--- src/rtl/hostbus_pkg.sv ---
package hostbus_pkg;

    typedef enum logic [2:0] {
        ST_BLOCK,
        ST_IDLE,
        ST_WAIT,
        ST_ACK,
        ST_HOLD
    } hb_state_e;

endpackage

--- src/rtl/hostbus_ctrl.sv ---
module hostbus_ctrl
    import hostbus_pkg::*;
#(
    parameter int LAT_DIV1 = 8,
    parameter int LAT_DIV2 = 13,
    parameter int LAT_DIV3 = 16,
    parameter int LAT_DIV4 = 22,
    parameter int CNT_W    = 5
) (
    input  logic             clk,
    input  logic             rst_n,
    input  logic [1:0]       ratio,
    input  logic             cs_n,
    input  logic             wr_hi_n,
    input  logic             wr_lo_n,
    input  logic             rd_n,
    output hb_state_e        state_o,
    output logic             start_o,
    output logic             cap_o,
    output logic             fire_o,
    output logic             is_wr_o,
    output logic [CNT_W-1:0] lat_o,
    output logic             ack_val_o,
    output logic             ack_en_o
);

    hb_state_e        state_q, state_d;
    logic [CNT_W-1:0] lat_sel, lat_q, cnt_q;
    logic             is_wr_q, req;

    always_comb begin
        unique case (ratio)
            2'd0: lat_sel = CNT_W'(LAT_DIV1);
            2'd1: lat_sel = CNT_W'(LAT_DIV2);
            2'd2: lat_sel = CNT_W'(LAT_DIV3);
            2'd3: lat_sel = CNT_W'(LAT_DIV4);
        endcase
    end

    assign req = !cs_n && (!wr_hi_n || !wr_lo_n || !rd_n);

    // next-state logic
    always_comb begin
        state_d = state_q;
        unique case (state_q)
            ST_BLOCK: if (cs_n) state_d = ST_IDLE;
            ST_IDLE:  if (req) state_d = ST_WAIT;
            ST_WAIT: begin
                if (cs_n) state_d = ST_HOLD;
                else if (cnt_q == '0) state_d = ST_ACK;
            end
            ST_ACK:   if (cs_n) state_d = ST_HOLD;
            ST_HOLD:  state_d = ST_IDLE;
            default:  state_d = ST_BLOCK;
        endcase
    end

    // state register
    always_ff @(posedge clk or negedge rst_n) begin
        if (!rst_n) state_q <= ST_BLOCK;
        else        state_q <= state_d;
    end

    // wait counter and per-cycle latches
    always_ff @(posedge clk or negedge rst_n) begin
        if (!rst_n) begin
            cnt_q   <= '0;
            lat_q   <= '0;
            is_wr_q <= 1'b0;
        end else if (start_o) begin
            cnt_q   <= lat_sel - CNT_W'(2);
            lat_q   <= lat_sel;
            is_wr_q <= !wr_hi_n || !wr_lo_n;
        end else if (state_q == ST_WAIT && cnt_q != '0) begin
            cnt_q <= cnt_q - CNT_W'(1);
        end else if (state_q == ST_HOLD) begin
            cnt_q <= '0;
        end
    end

    // outputs
    always_comb begin
        start_o   = (state_q == ST_IDLE) && req;
        fire_o    = (state_q == ST_WAIT) && !cs_n && (cnt_q == '0);
        cap_o     = (state_q == ST_WAIT) && !cs_n && (cnt_q == lat_q - CNT_W'(3));
        ack_en_o  = (state_q == ST_WAIT) || (state_q == ST_ACK) || (state_q == ST_HOLD);
        ack_val_o = (state_q != ST_ACK);
        state_o   = state_q;
        is_wr_o   = is_wr_q;
        lat_o     = lat_q;
    end

endmodule

--- src/rtl/hostbus_wbuf.sv ---
module hostbus_wbuf #(
    parameter int ADDR_W = 17,
    parameter int DATA_W = 16,
    parameter int LANES  = DATA_W / 8
) (
    input  logic              clk,
    input  logic              rst_n,
    input  logic              cap,
    input  logic              fire,
    input  logic              is_wr,
    input  logic [DATA_W-1:0] din,
    input  logic [LANES-1:0]  lane_n,
    input  logic [ADDR_W-1:0] addr_lat,
    output logic [ADDR_W-1:0] wb_addr,
    output logic [DATA_W-1:0] wb_data,
    output logic [LANES-1:0]  wb_be,
    output logic              wb_commit
);

    logic [DATA_W-1:0] stage_data;
    logic [LANES-1:0]  stage_be;
    logic              commit_now;

    assign commit_now = fire && is_wr;

    always_ff @(posedge clk or negedge rst_n) begin
        if (!rst_n) begin
            stage_data <= '0;
            stage_be   <= '0;
        end else if (cap) begin
            stage_data <= din;
            stage_be   <= ~lane_n;
        end
    end

    always_ff @(posedge clk or negedge rst_n) begin
        if (!rst_n) begin
            wb_addr   <= '0;
            wb_be     <= '0;
            wb_commit <= 1'b0;
        end else begin
            wb_commit <= commit_now;
            if (commit_now) begin
                wb_addr <= addr_lat;
                wb_be   <= stage_be;
            end
        end
    end

    for (genvar g = 0; g < LANES; g++) begin : g_lane
        always_ff @(posedge clk or negedge rst_n) begin
            if (!rst_n)
                wb_data[g*8 +: 8] <= '0;
            else if (commit_now && stage_be[g])
                wb_data[g*8 +: 8] <= stage_data[g*8 +: 8];
        end
    end

endmodule

--- src/rtl/hostbus_rdpath.sv ---
module hostbus_rdpath
    import hostbus_pkg::*;
#(
    parameter int ADDR_W = 17,
    parameter int DATA_W = 16
) (
    input  logic              clk,
    input  logic              rst_n,
    input  hb_state_e         state,
    input  logic              start,
    input  logic              fire,
    input  logic              is_wr,
    input  logic              cs_n,
    input  logic              rd_n,
    input  logic [ADDR_W-1:0] addr_in,
    input  logic [DATA_W-1:0] rd_data,
    output logic [ADDR_W-1:0] addr_q,
    output logic [DATA_W-1:0] dout,
    output logic              dout_en
);

    always_ff @(posedge clk or negedge rst_n) begin
        if (!rst_n) begin
            addr_q <= '0;
            dout   <= '0;
        end else begin
            if (start) addr_q <= addr_in;
            if (fire && !is_wr) dout <= rd_data;
        end
    end

    assign dout_en = !is_wr && (state == ST_WAIT || state == ST_ACK) && !cs_n && !rd_n;

endmodule

--- src/rtl/hostbus_slave.sv ---
module hostbus_slave
    import hostbus_pkg::*;
#(
    parameter int ADDR_W   = 17,
    parameter int DATA_W   = 16,
    parameter int LAT_DIV1 = 8,
    parameter int LAT_DIV2 = 13,
    parameter int LAT_DIV3 = 16,
    parameter int LAT_DIV4 = 22
) (
    input  logic                  clk,
    input  logic                  rst_n,
    input  logic [1:0]            clk_ratio,
    input  logic                  bus_cs_n,
    input  logic                  bus_wr_hi_n,
    input  logic                  bus_wr_lo_n,
    input  logic                  bus_rd_n,
    input  logic [ADDR_W-1:0]     bus_addr,
    input  logic [DATA_W-1:0]     bus_din,
    output logic [DATA_W-1:0]     bus_dout,
    output logic                  bus_dout_en,
    output logic                  ack_n_val,
    output logic                  ack_n_en,
    output logic [ADDR_W-1:0]     rd_addr,
    input  logic [DATA_W-1:0]     rd_data,
    output logic                  wb_commit,
    output logic [ADDR_W-1:0]     wb_addr,
    output logic [DATA_W-1:0]     wb_data,
    output logic [DATA_W/8-1:0]   wb_lane_en
);

    localparam int LANES   = DATA_W / 8;
    localparam int LAT_MAX = (LAT_DIV4 > LAT_DIV3) ? LAT_DIV4 : LAT_DIV3;
    localparam int CNT_W   = $clog2(LAT_MAX + 1);

    hb_state_e        state;
    logic             start, cap, fire, is_wr;
    logic [CNT_W-1:0] lat_cur;
    logic [LANES-1:0] lane_n;

    assign lane_n = {bus_wr_hi_n, bus_wr_lo_n};

    hostbus_ctrl #(
        .LAT_DIV1(LAT_DIV1), .LAT_DIV2(LAT_DIV2),
        .LAT_DIV3(LAT_DIV3), .LAT_DIV4(LAT_DIV4), .CNT_W(CNT_W)
    ) u_ctrl (
        .clk(clk), .rst_n(rst_n), .ratio(clk_ratio), .cs_n(bus_cs_n),
        .wr_hi_n(bus_wr_hi_n), .wr_lo_n(bus_wr_lo_n), .rd_n(bus_rd_n),
        .state_o(state), .start_o(start), .cap_o(cap), .fire_o(fire),
        .is_wr_o(is_wr), .lat_o(lat_cur), .ack_val_o(ack_n_val), .ack_en_o(ack_n_en)
    );

    hostbus_rdpath #(.ADDR_W(ADDR_W), .DATA_W(DATA_W)) u_rd (
        .clk(clk), .rst_n(rst_n), .state(state), .start(start), .fire(fire),
        .is_wr(is_wr), .cs_n(bus_cs_n), .rd_n(bus_rd_n), .addr_in(bus_addr),
        .rd_data(rd_data), .addr_q(rd_addr), .dout(bus_dout), .dout_en(bus_dout_en)
    );

    hostbus_wbuf #(.ADDR_W(ADDR_W), .DATA_W(DATA_W), .LANES(LANES)) u_wb (
        .clk(clk), .rst_n(rst_n), .cap(cap), .fire(fire), .is_wr(is_wr),
        .din(bus_din), .lane_n(lane_n), .addr_lat(rd_addr),
        .wb_addr(wb_addr), .wb_data(wb_data), .wb_be(wb_lane_en), .wb_commit(wb_commit)
    );

endmodule

--- config.mk ---
export PLATFORM = sky130hd
export DESIGN_NAME = hostbus_slave
export DESIGN_NICKNAME = d
export VERILOG_FILES = /design/src/rtl/hostbus_pkg.sv /design/src/rtl/hostbus_ctrl.sv /design/src/rtl/hostbus_wbuf.sv /design/src/rtl/hostbus_rdpath.sv /design/src/rtl/hostbus_slave.sv
export SDC_FILE = /design/constraint.sdc
export NUM_CORES = 1
export LEC_CHECK = 0
export BUFFER_PORTS_ARGS = -buffer_cell sky130_fd_sc_hd__buf_2
export CORE_MARGIN = 8
export CORE_UTILIZATION = 45
export CTS_BUF_LIST = sky130_fd_sc_hd__clkbuf_8 sky130_fd_sc_hd__clkbuf_16
export DETAILED_ROUTE_END_ITERATION = 16
export HOLD_SLACK_MARGIN = 0.15
export PLACE_DENSITY = 0.81
export SYNTH_ARGS = -nofsm -noshare
export SYNTH_HDL_FRONTEND = slang
export SYNTH_HIERARCHICAL = 1
export SYNTH_SLANG_ARGS = --single-unit
--- constraint.sdc ---
create_clock -name clk -period 3.38 [get_ports clk]
set_input_delay 0.507 -clock clk [delete_from_list [all_inputs] [get_ports clk]]
set_output_delay 0.507 -clock clk [all_outputs]
set_load 0.1 [all_outputs]
### Word level (Yosys, flattened, before mapping)

Index checks and enable logic that the tools add are counted.

| word-level totals | value |
|---|---|
| bits in registers | 101 |
| latch bits | 0 |
| bits in writable memories | 0 |
| bits in read-only memories | 0 |
| memories | 0 |

| cells by class | value |
|---|---|
| add/subtract/negate cells | 3 |
| multipliers | 0 |
| div/mod/pow operators | 0 |
| $lt $le $gt $ge | 0 |
| equality and inequality tests | 13 |
| shifts and indexed selects | 0 |
| mux-type cells | 10 |
| bitwise operators | 1 |
| reductions and logical operators | 28 |

Operators with widths:

| kind | number |
|---|---|
| $pmux W5 S4 | 1 |
| $mux W3 | 5 |
| $mux W5 | 3 |
| $pmux W3 S5 | 1 |
| $logic_and A1 B1 Y1 | 13 |
| $sub A5 B2 Y5 const B | 2 |
| $eq A3 B2 Y1 const B | 2 |
| $ne A3 B2 Y1 const B | 2 |
| $eq A5 B5 Y1 | 1 |
| $logic_not A1 Y1 | 5 |
| $logic_not A5 Y1 | 1 |
| $reduce_bool A5 Y1 | 1 |
| $sub A5 B1 Y5 const B | 1 |
| $eq A2 B2 Y1 const B | 2 |
| $logic_or A1 B1 Y1 | 4 |
| $ne A2 B2 Y1 const B | 2 |
| $reduce_and A4 Y1 | 1 |
| $eq A3 B1 Y1 const B | 1 |
| $eq A3 B3 Y1 const B | 1 |
| $logic_not A3 Y1 | 1 |
| $reduce_bool A3 Y1 | 1 |
| $eq A2 B1 Y1 const B | 1 |
| $logic_not A2 Y1 | 1 |
| $ne A2 B1 Y1 const B | 1 |
| $not A2 Y2 | 1 |

### Logic depth before layout (Yosys ltp)

| depth | value |
|---|---|
| depth in word-level cells | 6 |
| mapped depth | 8 |
| gate-level depth less buffers | 6 |

### Modules after synthesis

Netlist, hierarchy kept.

By module, submodules not included:

| module | times used | cells each | area an instance (sq um) | seq. area each (sq um) |
|---|---|---|---|---|
| hostbus_wbuf | 1 | 117 | 2,020.7 | 1,351.3 |
| hostbus_rdpath | 1 | 73 | 1,288.7 | 825.8 |
| hostbus_ctrl | 1 | 99 | 889.6 | 350.3 |

### Worst setup path after synthesis

No wires, ideal clock.

| path | value |
|---|---|
| kind | register to register |
| start point | register u_ctrl.cnt_q[0] |
| end point | register u_rd.dout[10] |
| library setup time | 0.126 ns |
| data arrival time | 2.364 ns |
| required time | 3.254 ns |
| path slack | 0.889 ns |
| stages on the path, launching flop included | 9 |
| buffers on the path | 2 |
| clock period less this slack | 2.491 ns |
| cells stage by stage | dfrtp_1 > inv_1 > ha_1 > or4b_1 > nor3_1 > nor2b_1 > buf_6 > buf_6 > mux2_4 |

| on the way | value |
|---|---|
| longest elaborated chain between the ends | 3 |

Ends and longest elaborated chain:

| element | RTL line | RTL |
|---|---|---|
| start: declaration | hostbus_ctrl.sv:28 | `logic [CNT_W-1:0] lat_sel, lat_q, cnt_q;` |
| start signal: assignment | hostbus_ctrl.sv:71 | `cnt_q <= lat_sel - CNT_W'(2);` |
| start signal: assignment | hostbus_ctrl.sv:75 | `cnt_q <= cnt_q - CNT_W'(1);` |
| $logic_not A5 Y1 | hostbus_ctrl.sv:84 | `fire_o = (state_q == ST_WAIT) && !cs_n && (cnt_q == '0);` |
| $logic_and A1 B1 Y1 | hostbus_ctrl.sv:84 |  |
| named net fire | hostbus_slave.sv:37 | `logic start, cap, fire, is_wr;` |
| $logic_and A1 B1 Y1 | hostbus_rdpath.sv:28 | `if (fire && !is_wr) dout <= rd_data;` |
| end signal: assignment | hostbus_rdpath.sv:28 |  |
| end: declaration | hostbus_rdpath.sv:18 | `output logic [DATA_W-1:0] dout,` |

The timed path passes the listed nets, and every way through them passes these cells.
A chain may end at the register's enable or synchronous reset.

### Worst setup path in the final report

| path | value |
|---|---|
| start point | register u_ctrl.cnt_q[0] |
| end point | register u_rd.dout[15] |

Same word-level chain as after synthesis.

==> run metrics <==
Detailed Place HPWL 7.13 mm; CP max stage delay 0.51 ns; run status finished, final reports clean; routed len/inst 17.1 um; Post-synth EDFFs 0; clock edge transition at the registers on the reported setup and hold paths 0.09 ns; unrepaired setup endpoints after global routing no; clk_skew 0.00870 ns; gp weighted congestion 0.783; Syn-to-layout area delta 22.0%; register-to-register setup slack 0.65 ns; Mean Syn Cell Area 14.5 um^2; Resized Gates After CTS 0; post-synthesis sequential area ratio 60.2%; commonest cells after routing, fill and taps aside buf_2, dfrtp_1, mux2_2; H-tree Lvls 3; Post-Syn Area 4200 um^2; Critical Path Start Type flip-flop; # fillers 759; CTS tree done; Max FO, Critical Path 16; grt ovf 0; Avg Vias per Cell 5.12; row count 35; # diodes 0; Req. time, crit path 3.62 ns; initial antenna violation count 0; min cycle time layout 2.73 ns; Buf+Inv Stages, Crit Path 2; Slew @ Worst Pin 0.815 ns; most common cell after layout, fill and taps aside buf_2; worst min path class in -> reg; Seq cells post-synth 101; routed vias 2747; Die Ht 113 um; Core Region 9150 um^2; DRT antenna net count 0; CP Class reg -> reg; I/O pin count 129; Clock Root Buffer clkbuf_8; Worst EP arrival 2.97 ns; Die X 113 um; relative slew slack 45.4%; global-route wire length before repair 15.2 mm; largest net degree at the start of global routing 42; Final setup viols 0; Synth area leader dfrtp_1; slowest stage cell, crit path or4b_1; DR iter-0 viols 71; post-synth top area share 60.2%; final WL 9.20 mm; Netlist cell types 39; PortBufs 128; vias in the first global route 3065; ys flop type dfrtp_1; Crit. End Element flip-flop; TNS Setup 0 ns; Final Hold Vio Count 0; Max Clk Rate 366 MHz; Total Die Area 12700 um^2; Slew Limit Fails 0; crit-path leading delay family simple AND/OR/NAND/NOR gates; layout cell share with drive strength beyond 1 55.4%; Synth Instances 289; CTS sink count 101; Max-Cap Viols 0; post-route DRC violation count 0; drt pass-1 iters 4; yosys warns 6; syn_nets 353; Critical Path, Cell by Cell inv_1 > ha_1 > or4b_1 > nor3_1 > nor2b_2 > buf_4 > mux2_2; total CTS buffers 9; Initial Util 45.9%; Async SR Flop Fraction 100%; ranking of synthesized cells by area dfrtp_1, mux2_2, mux2_4, ha_1, nand2_1; Max Root-Sink Buffers 2; clk_lat worst skew 0.35 ns; Total GRT Usage 15.0%; Nets 487; final period utilization 80.8%
sequential cells by signal, indices dropped and copies added, names as in the netlist:
register	cells
u_wb/wb_be	2
u_wb/wb_addr	17
u_ctrl/lat_o	5
u_ctrl/is_wr_o	1
u_rd/addr_q	17
u_wb/wb_commit	1
u_ctrl/state_o	3
u_wb/wb_data	16
u_wb/stage_data	16
u_rd/dout	16
u_wb/stage_be	2
u_ctrl/cnt_q	5
area by class of cell:
class	instances	area (um^2)	share of cell area [%]
flip-flops and latches	101	2530	49.4
multi-input cells	168	1550	30.3
repair buffers	134	691	13.5
well taps	111	139	2.71
clock buffers	9	124	2.42
clock inverters	5	55.1	1.08
inverters	9	33.8	0.660
synth_stat cells, types with 3 or more instances:
cell type	n
dfrtp_1	101
mux2_2	71
nand2_1	18
mux2_4	11
inv_1	8
ha_1	7
a21oi_1	6
buf_6	6
nor2_1	6
xnor2_1	6
nor3_1	4
o21ai_0	3
o31ai_1	3
final timing paths:
kind                                        startpoint                          end  depth (start not counted)
max                        u_ctrl/cnt_q[0]$_DFFE_PN0P_    u_rd/dout[15]$_DFFE_PN0P_                          7
min                                        bus_wr_lo_n   u_ctrl/is_wr_o$_DFFE_PN0P_                          2
max reg2reg                u_ctrl/cnt_q[0]$_DFFE_PN0P_    u_rd/dout[15]$_DFFE_PN0P_                          7
min reg2reg                  u_wb/wb_be[0]$_DFFE_PN0P_    u_wb/wb_be[0]$_DFFE_PN0P_                          1
max in group asynchronous                        rst_n  u_wb/wb_addr[5]$_DFFE_PN0P_                          3
min in group asynchronous                        rst_n     u_rd/dout[4]$_DFFE_PN0P_                          2
per-layer routing:
metal / share of wire (%) / GRT usage (%) / vias up
met1: 38 / 16.0 / 1405
met3: 4.2 / 3.70 / 14
li1: - / - / 1274
met4: 2.2 / 6.83 / 0
met5: 0 / 0 / -
met2: 56 / 27.3 / 54
worst reg2reg max path, cell delays in order, from the launching register on:
cell,delay [ns]
dfrtp_1,0.45
inv_1,0.09
ha_1,0.19
or4b_1,0.51
nor3_1,0.50
nor2b_2,0.24
buf_4,0.27
mux2_2,0.38
through the flow:
step           hold WS (ns)  std cells  utilization (%)  worst slack, ns  cell area, um^2
6_report              0.381        537             56.0            0.649             5120
5_1_grt               0.349        537             56.0            0.497             5120
4_1_cts               0.353        537             56.0            0.651             5120
3_5_place_dp          0.426        522             53.9            0.651             4930
3_3_place_gp          0.419        522             53.9            0.750             4930
2_1_floorplan         0.211        289                -            0.889             4200
timing repair:
item	4_1_cts	5_1_grt
buffers inserted	0	0
hold buffers	1	0
hold endpoints to repair	24	0
cell families (layout without fill, tap and decap cells):
| group | count (synthesis) | after routing | synth area share [%] |
|---|---|---|---|
| buffers and inverters | 20 | 157 | 3.07 |
| adders and majority gates | 7 | 7 | 2.09 |
| and+or+nand+nor | 46 | 46 | 5.72 |
| AOI/OAI and AO/OA | 23 | 23 | 3.81 |
| xor gates and xnor gates | 8 | 8 | 1.67 |
| muxes | 84 | 84 | 23.5 |
| DFF | 101 | 101 | 60.2 |
Power is left out: the tool's default activity adds up to more than one toggle a clock period on the data nets, which glitch-free logic cannot reach.
